## config.mk

```make
export PLATFORM = sky130hd
export DESIGN_NAME = vfd_cmd_rx
export DESIGN_NICKNAME = d
export VERILOG_FILES = /design/src/rtl/vfd_rx_pkg.sv /design/src/rtl/vfd_glitch_filter.sv /design/src/rtl/vfd_ser_link.sv /design/src/rtl/vfd_cmd_decode.sv /design/src/rtl/vfd_disp_ram.sv /design/src/rtl/vfd_cmd_rx.sv
export SDC_FILE = /design/constraint.sdc
export NUM_CORES = 1
export LEC_CHECK = 0
export ABC_AREA = 1
export BUFFER_PORTS_ARGS = -buffer_cell sky130_fd_sc_hd__buf_2
export CAP_MARGIN = 20
export CORE_MARGIN = 8
export CORE_UTILIZATION = 60
export CTS_CLUSTER_DIAMETER = 30
export CTS_CLUSTER_SIZE = 30
export DETAILED_ROUTE_END_ITERATION = 6
export GPL_TIMING_DRIVEN = 0
export HOLD_SLACK_MARGIN = 0.05
export PLACE_DENSITY_LB_ADDON = 0.15
export SYNTH_ARGS = -nofsm -noshare
export SYNTH_HDL_FRONTEND = slang
export SYNTH_SLANG_ARGS = --single-unit
```

## constraint.sdc

```tcl
create_clock -name clk -period 2.6 [get_ports clk]
set_input_delay 0 -clock clk [delete_from_list [all_inputs] [get_ports clk]]
set_output_delay 0 -clock clk [all_outputs]
set_load 0.1 [all_outputs]
```

## src/rtl/vfd_rx_pkg.sv

```systemverilog
package vfd_rx_pkg;
  typedef enum logic [1:0] {
    CMD_PORT  = 2'b00,
    CMD_START = 2'b01,
    CMD_STATE = 2'b10,
    CMD_SETUP = 2'b11
  } cmd_e;

  typedef enum logic [1:0] {
    SEG_NARROW = 2'b00,
    SEG_MID    = 2'b01,
    SEG_WIDE   = 2'b10,
    SEG_WIDE_X = 2'b11
  } seg_e;
endpackage

```

## src/rtl/vfd_glitch_filter.sv

```systemverilog
module vfd_glitch_filter #(
  parameter logic RST_VAL = 1'b0
) (
  input  logic clk,
  input  logic rst,
  input  logic tick,
  input  logic raw,
  output logic filt
);
  logic smp;

  always_ff @(posedge clk) begin
    if (rst) begin
      smp  <= RST_VAL;
      filt <= RST_VAL;
    end else if (tick) begin
      smp <= raw;
      if (raw == smp) filt <= raw;
    end
  end

  AST_FILTER_HOLD: assert property (@(posedge clk) disable iff (rst)
    (tick && (raw != smp)) |=> $stable(filt));
endmodule

```

## src/rtl/vfd_ser_link.sv

```systemverilog
module vfd_ser_link #(
  parameter int DW    = 8,
  parameter int NCH   = 6,
  parameter int PAD   = 2,
  parameter int CNT_W = 4
) (
  input  logic               clk,
  input  logic               rst,
  input  logic               active,
  input  logic               sclk_f,
  input  logic               sdi_f,
  input  logic [NCH*DW-1:0]  adc_data,
  output logic               byte_done,
  output logic [DW-1:0]      rx_byte,
  output logic [CNT_W-1:0]   byte_idx,
  output logic               sdo
);
  localparam int BW = $clog2(DW);
  localparam logic [CNT_W-1:0] PAD_C  = CNT_W'(PAD);
  localparam logic [CNT_W-1:0] LAST_C = CNT_W'(PAD + NCH);
  localparam logic [CNT_W-1:0] MAX_C  = '1;

  logic          sclk_d;
  logic [DW-1:0] shreg;
  logic [BW-1:0] bit_cnt;
  logic [CNT_W-1:0] byte_cnt, ch;
  logic [DW-1:0] tx_byte;
  logic          rise, fall;

  assign rise = sclk_f & ~sclk_d;
  assign fall = ~sclk_f & sclk_d;
  assign ch   = byte_cnt - PAD_C;

  always_comb begin
    tx_byte = '1;
    if (byte_cnt >= PAD_C && byte_cnt < LAST_C) tx_byte = adc_data[ch*DW +: DW];
  end

  always_ff @(posedge clk) begin
    if (rst) begin
      sclk_d    <= 1'b1;
      shreg     <= '0;
      bit_cnt   <= '0;
      byte_cnt  <= '0;
      byte_done <= 1'b0;
      rx_byte   <= '0;
      byte_idx  <= '0;
      sdo       <= 1'b1;
    end else begin
      sclk_d    <= sclk_f;
      byte_done <= 1'b0;
      if (!active) begin
        bit_cnt  <= '0;
        byte_cnt <= '0;
      end else if (rise) begin
        shreg   <= {sdi_f, shreg[DW-1:1]};
        bit_cnt <= bit_cnt + 1'b1;
        if (bit_cnt == BW'(DW - 1)) begin
          byte_done <= 1'b1;
          rx_byte   <= {sdi_f, shreg[DW-1:1]};
          byte_idx  <= byte_cnt;
          if (byte_cnt != MAX_C) byte_cnt <= byte_cnt + 1'b1;
        end
      end else if (fall) begin
        sdo <= tx_byte[bit_cnt];
      end
    end
  end

  AST_NO_BYTE_IDLE: assert property (@(posedge clk) disable iff (rst)
    !active |=> !byte_done);
endmodule

```

## src/rtl/vfd_cmd_decode.sv

```systemverilog
module vfd_cmd_decode
  import vfd_rx_pkg::*;
#(
  parameter int ROWS    = 10,
  parameter int BPR     = 3,
  parameter int MIN_DIG = 7,
  parameter int CNT_W   = 4,
  parameter int AW      = 5
) (
  input  logic             clk,
  input  logic             rst,
  input  logic             byte_done,
  input  logic [7:0]       rx_byte,
  input  logic [CNT_W-1:0] byte_idx,
  output logic             we,
  output logic [AW-1:0]    waddr,
  output logic [7:0]       wdata,
  output logic             disp_on,
  output logic [1:0]       duty,
  output logic [3:0]       dig_start,
  output logic [1:0]       seg_mode,
  output logic [1:0]       dig_code,
  output logic [7:0]       port_out
);
  localparam int RW = $clog2(ROWS);
  localparam int PW = $clog2(BPR);

  logic          streaming, filled;
  logic [RW-1:0] row;
  logic [PW-1:0] pos, last_pos;
  logic          dummy;

  assign last_pos = seg_mode[1] ? PW'(BPR - 1) : PW'(1);
  assign dummy    = (seg_mode == SEG_NARROW) && (pos == PW'(1));

  always_ff @(posedge clk) begin
    if (rst) begin
      streaming <= 1'b0;
      filled    <= 1'b0;
      row       <= '0;
      pos       <= '0;
      we        <= 1'b0;
      waddr     <= '0;
      wdata     <= '0;
      disp_on   <= 1'b0;
      duty      <= '0;
      dig_start <= '0;
      seg_mode  <= '0;
      dig_code  <= '0;
      port_out  <= '0;
    end else begin
      we <= 1'b0;
      if (byte_done) begin
        if (byte_idx == '0) begin
          streaming <= 1'b0;
          case (rx_byte[7:6])
            CMD_SETUP: begin
              seg_mode  <= rx_byte[3:2];
              dig_code  <= rx_byte[1:0];
              streaming <= 1'b1;
              filled    <= 1'b0;
              row       <= RW'(MIN_DIG - 1) + RW'(rx_byte[1:0]);
              pos       <= '0;
            end
            CMD_STATE: begin
              disp_on <= rx_byte[0];
              duty    <= rx_byte[2:1];
            end
            CMD_START: dig_start <= rx_byte[3:0];
            default: begin
              if (rx_byte[4]) port_out[7:4] <= rx_byte[3:0];
              else            port_out[3:0] <= rx_byte[3:0];
            end
          endcase
        end else if (streaming && !filled) begin
          if (!dummy) begin
            we    <= 1'b1;
            waddr <= AW'(row) * AW'(BPR) + AW'(pos);
            wdata <= rx_byte;
          end
          if (pos == last_pos) begin
            pos <= '0;
            if (row == '0) filled <= 1'b1;
            else           row    <= row - 1'b1;
          end else begin
            pos <= pos + 1'b1;
          end
        end
      end
    end
  end

  AST_WADDR_RANGE: assert property (@(posedge clk) disable iff (rst)
    we |-> (32'(waddr) < ROWS * BPR));
  AST_WRITE_FOLLOWS_BYTE: assert property (@(posedge clk) disable iff (rst)
    we |-> $past(byte_done));
  AST_NARROW_SKIP: assert property (@(posedge clk) disable iff (rst)
    (we && seg_mode == SEG_NARROW) |-> ((32'(waddr) % BPR) == 0));
  AST_CFG_HOLD: assert property (@(posedge clk) disable iff (rst)
    !byte_done |=> ($stable(port_out) && $stable(disp_on) && $stable(dig_start)));
endmodule

```

## src/rtl/vfd_disp_ram.sv

```systemverilog
module vfd_disp_ram #(
  parameter int DEPTH = 30,
  parameter int AW    = 5,
  parameter int DW    = 8
) (
  input  logic          clk,
  input  logic          we,
  input  logic [AW-1:0] waddr,
  input  logic [DW-1:0] wdata,
  input  logic [AW-1:0] raddr,
  output logic [DW-1:0] rdata
);
  logic [DW-1:0] mem [0:DEPTH-1];

  always_ff @(posedge clk) begin
    if (we) mem[waddr] <= wdata;
    rdata <= mem[raddr];
  end
endmodule

```

## src/rtl/vfd_cmd_rx.sv

```systemverilog
module vfd_cmd_rx #(
  parameter int SMP_DIV = 2,
  parameter int ROWS    = 10,
  parameter int BPR     = 3,
  parameter int NCH     = 6,
  parameter int PAD     = 2,
  parameter int MIN_DIG = 7,
  parameter int CNT_W   = 4,
  parameter int DEPTH   = ROWS * BPR,
  parameter int AW      = $clog2(DEPTH)
) (
  input  logic            clk,
  input  logic            rst,
  input  logic            cs_n,
  input  logic            sclk,
  input  logic            sdi,
  input  logic [NCH*8-1:0] adc_data,
  input  logic [AW-1:0]   rd_addr,
  output logic [7:0]      rd_data,
  output logic            sdo,
  output logic            sdo_en,
  output logic            disp_on,
  output logic [1:0]      duty,
  output logic [3:0]      dig_start,
  output logic [1:0]      seg_mode,
  output logic [1:0]      dig_code,
  output logic [7:0]      port_out
);
  logic       tick;
  logic [1:0] cs_s;
  logic       active;
  logic       sclk_f, sdi_f;
  logic       byte_done;
  logic [7:0] rx_byte;
  logic [CNT_W-1:0] byte_idx;
  logic       we;
  logic [AW-1:0] waddr;
  logic [7:0] wdata;

  generate
    if (SMP_DIV <= 1) begin : g_tick_every
      assign tick = 1'b1;
    end else begin : g_tick_div
      localparam int DVW = $clog2(SMP_DIV);
      logic [DVW-1:0] div_cnt;
      always_ff @(posedge clk) begin
        if (rst) div_cnt <= '0;
        else if (div_cnt == DVW'(SMP_DIV - 1)) div_cnt <= '0;
        else div_cnt <= div_cnt + 1'b1;
      end
      assign tick = (div_cnt == DVW'(SMP_DIV - 1));
    end
  endgenerate

  always_ff @(posedge clk) begin
    if (rst) begin
      cs_s   <= 2'b11;
      sdo_en <= 1'b0;
    end else begin
      cs_s   <= {cs_s[0], cs_n};
      sdo_en <= ~cs_s[1];
    end
  end
  assign active = ~cs_s[1];

  vfd_glitch_filter #(.RST_VAL(1'b1)) u_flt_clk (
    .clk(clk), .rst(rst), .tick(tick), .raw(sclk), .filt(sclk_f));
  vfd_glitch_filter #(.RST_VAL(1'b0)) u_flt_dat (
    .clk(clk), .rst(rst), .tick(tick), .raw(sdi), .filt(sdi_f));

  vfd_ser_link #(.DW(8), .NCH(NCH), .PAD(PAD), .CNT_W(CNT_W)) u_link (
    .clk(clk), .rst(rst), .active(active), .sclk_f(sclk_f), .sdi_f(sdi_f),
    .adc_data(adc_data), .byte_done(byte_done), .rx_byte(rx_byte),
    .byte_idx(byte_idx), .sdo(sdo));

  vfd_cmd_decode #(.ROWS(ROWS), .BPR(BPR), .MIN_DIG(MIN_DIG), .CNT_W(CNT_W), .AW(AW)) u_dec (
    .clk(clk), .rst(rst), .byte_done(byte_done), .rx_byte(rx_byte), .byte_idx(byte_idx),
    .we(we), .waddr(waddr), .wdata(wdata), .disp_on(disp_on), .duty(duty),
    .dig_start(dig_start), .seg_mode(seg_mode), .dig_code(dig_code), .port_out(port_out));

  vfd_disp_ram #(.DEPTH(DEPTH), .AW(AW), .DW(8)) u_ram (
    .clk(clk), .we(we), .waddr(waddr), .wdata(wdata), .raddr(rd_addr), .rdata(rd_data));

  AST_OE_OFF_IDLE: assert property (@(posedge clk) disable iff (rst)
    ($past(cs_n) && $past(cs_n, 2) && $past(cs_n, 3)) |-> !sdo_en);
endmodule

```

==> key figures <==
GRT
  • Vias in the first global route: around 10k
  • All-Layer GR Usage: 27.1%
  • Initial antenna violation count: 0
  • GR Overflow Total: 0
  • Global-route wire length before repair: about 60 mm
  • Largest net degree at the start of global routing: 32

Worst setup path
  • Crit-path leading delay family: simple AND/OR/NAND/NOR gates
  • RR Startpoint: u_link.byte_cnt[1]
  • Critical path peak fanout: 10
  • Startpoint types: register
  • Crit-path cells: buf_2 > inv_1 > buf_2 > ha_2 > nor2_4 > o211ai_1 > nand2_1 > inv_1 > nand2_1 > nand3_1 > nand3_1 > nand3_1 > nand2_1 > nand2_1 > nand2_1
  • Reg2Reg Depth: 15
  • Internal reg-to-reg setup slack: 350 ps
  • WP buf/inv: 4
  • Worst EP arrival: 2740 ps
  • CP Capture Type: register
  • Critical Path Most Common Cell: nand2_1
  • Reg-to-reg endpoint: u_link.sdo
  • Critical path type: reg2reg
  • Worst path max stage delay: 390 ps
  • Req. time, crit path: 3090 ps
  • CP max stage cell: dfxtp_1

Drt
  • Wire per inst: ~22 microns
  • ANT nets after route: 0
  • DR DRC count: 1
  • Drt via density: 6.05
  • Vias: 10.5k
  • Post-Route WL: around 38 mm
  • 1st-iter DRT viols: approximately 1.2k
  • Router iterations before antenna repair: 7

Yosys
  • Asr flop ratio synth: 0%
  • Yosys reg bits: 326
  • Sequential-to-total area share from yosys stat: 66.2%
  • Syn_nets: 1,333
  • Post-synth EDFFs: 240
  • Post-Syn Area: about 0.013 sq mm
  • Cells after synthesis: 1,255
  • Synth Warn #: 0
  • Mean Syn Cell Area: 10.7 sq um
  • Top_reg_cell synth: edfxtp_1
  • Netlist cell types: 43

Floorplanning
  • Die width: 166 microns
  • Die area: approximately 0.028 sq mm
  • Core Footprint: 0.0224 sq mm
  • Height of the die: approximately 170 microns
  • Starting Density: about three fifths
  • Row cnt: 55
  • Ports: 87

STA
  • Rel. slew slack: 21.9%
  • Min Tclk post-route: ~2200 ps
  • Pins Over Slew Limit: 0
  • Period utilization: between 80% and 90%
  • Skew final: 19.9 ps
  • Unrepaired setup endpoints after global routing: false
  • Setup violations, final: 0
  • Final Hold Viols: 0
  • Slew @ Worst Pin: 1170 ps
  • Hold slack: 134 ps
  • Final setup margin: 353 ps
  • Setup_tns: 0 ps
  • Max Fclk: 0.445 GHz

Placement
  • Post-DP HPWL: ~24 mm
  • Placed cell areas: 0.0143 sq mm
  • Gpl congestion: 0.932
  • Setup WS pre-CTS: 127 ps
  • Number of port buffers: 85

Layout
  • Fin util: about 73%
  • Final instance area: 0.0163 sq mm
  • Ant. Diodes: 0
  • Fin nets: 1,485
  • Fill cells: 1,527
  • Share of layout cells above drive strength 1: around 16%
  • Area growth syn-to-layout: 20.9%

Clock tree
  • CTS tree: built
  • Clock root buffer: clkbuf_16
  • H-tree levels: 2
  • CTS clk-pin slew, worst paths: 50 ps
  • CTS Buf Count: 55
  • Clock Latency Late Sink: 560 ps
  • Sink Count: around 330
  • Clk buf depth: 3

Min path
  • Worst hold start: adc_data[34]
  • Worst Hold End: u_link.sdo
  • WHS Path Cells: 11
  • Tightest Hold Check Type: in2reg

Pwr
  • IR drop worst, VDD: 595 uV
  • Pwr/cell area: 821 mW/mm^2
  • Leakage: 0.00562 uW

Flow run
  • Max Cap Viol: 0

Status
  • Failing checks: DRC
  • Status: finished, violations left
==> worst max path at each step <==
stage                                   from  cells past startpoint  slack (ps)         end
after floorplan           u_link.byte_cnt[1]                     16         490  u_link.sdo
after global placement    u_link.byte_cnt[1]                     16         130  u_link.sdo
after detailed placement  u_link.byte_cnt[1]                     16         130  u_link.sdo
after CTS                 u_link.byte_cnt[1]                     16         120  u_link.sdo
after global routing      u_link.byte_cnt[1]                     15          70  u_link.sdo
final                     u_link.byte_cnt[1]                     15         350  u_link.sdo
==> synthesized netlist by cell type (all sizes together) (3+ instances only) <==
master / count / share of area (%)
a31oi: 4 / 0.19
clkbuf: 30 / 0.83
o221ai: 28 / 1.8
buf: 37 / 1.3
o22ai: 21 / 0.97
o211ai: 8 / 0.45
edfxtp: 240 / 53
nor3: 6 / 0.34
nor2: 175 / 5.0
ha: 18 / 1.7
clkinv: 3 / 0.083
dfxtp: 86 / 13
nand3: 59 / 2.3
a21oi: 82 / 3.0
inv: 86 / 2.4
o21ai: 190 / 7.1
nand2: 158 / 4.5
xor2: 3 / 0.19
==> per-layer routing <==
layer	up-vias	track usage, %	part of all wire [%]
met4	0	12.9	4.6
li1	4752	-	-
met1	4966	33.4	37
met5	-	0	0
met2	667	44.6	47
met3	134	6.47	11
==> cell usage in the layout (no fill, tap or decap), types with 58 or more instances in the layout <==
master / Yosys / final
a21oi_1: 82 / 82
buf_2: 30 / 115
clkbuf_16: 0 / 58
dfxtp_1: 86 / 86
edfxtp_1: 240 / 240
inv_1: 83 / 83
nand2_1: 156 / 156
nand3_1: 58 / 58
nor2_1: 169 / 169
o21ai_0: 184 / 184
==> report_power, final <==
group | switching [uW] | total, uW | internal [uW]
clock | 2520 | 7240 | 4720
sequential | 6.66 | 5540 | 5540
combinational | 448 | 597 | 149
==> repair_timing <==
action | in CTS | in global routing
buffers inserted | 0 | 0
endpoints found under the setup margin | 0 | 1
endpoints found under the hold margin | 33 | 0
hold buffers | 5 | 0
gates resized for setup | 0 | 2
==> state kept, by name (all words and copies together), names as in the netlist, 5 cells and up <==
register        cells
u_ram.mem         240
u_ram.rdata         8
u_link.shreg        7
u_dec.waddr         5
u_link.rx_byte      8
u_dec.wdata         8
u_dec.port_out      8
==> cell families (layout without fill, tap and decap cells) <==
family | count (synthesis) | in the layout | synth area share (%)
buf+inv | 156 | 354 | 4.65
compound gates | 342 | 342 | 14.1
xor+xnor | 5 | 5 | 0.325
simple gates | 405 | 405 | 12.7
fa+ha+maj | 20 | 20 | 1.97
flops | 326 | 326 | 66.2
mux | 1 | 1 | 0.0742
==> final cells by class <==
class / instances / area (sq um) / area share, %
Clock inverter: 34 / 354 / 2.17
Buffer: 66 / 289 / 1.77
Sequential cell: 326 / 8930 / 54.7
Clock buffer: 69 / 1540 / 9.46
Multi-Input combinational cell: 773 / 3940 / 24.2
Timing Repair Buffer: 96 / 566 / 3.47
Tap cell: 285 / 357 / 2.19
Inverter: 89 / 334 / 2.05
==> worst register-to-register path, cell delays in order, from the launching register on <==
cell,delay (ps)
dfxtp_1,390
buf_2,240
inv_1,120
buf_2,210
ha_2,380
nor2_4,210
o211ai_1,110
nand2_1,70
inv_1,40
nand2_1,40
nand3_1,70
nand3_1,90
nand3_1,60
nand2_1,70
nand2_1,50
nand2_1,60
==> stage by stage <==
step	power, uW	std cells
floorplan	5990	1255
global placement	6210	1625
CTS	13400	1733
global route	13700	1738
detailed placement	6210	1625
finish	13400	1738
Note: power is estimated with default switching activity, not from simulation.
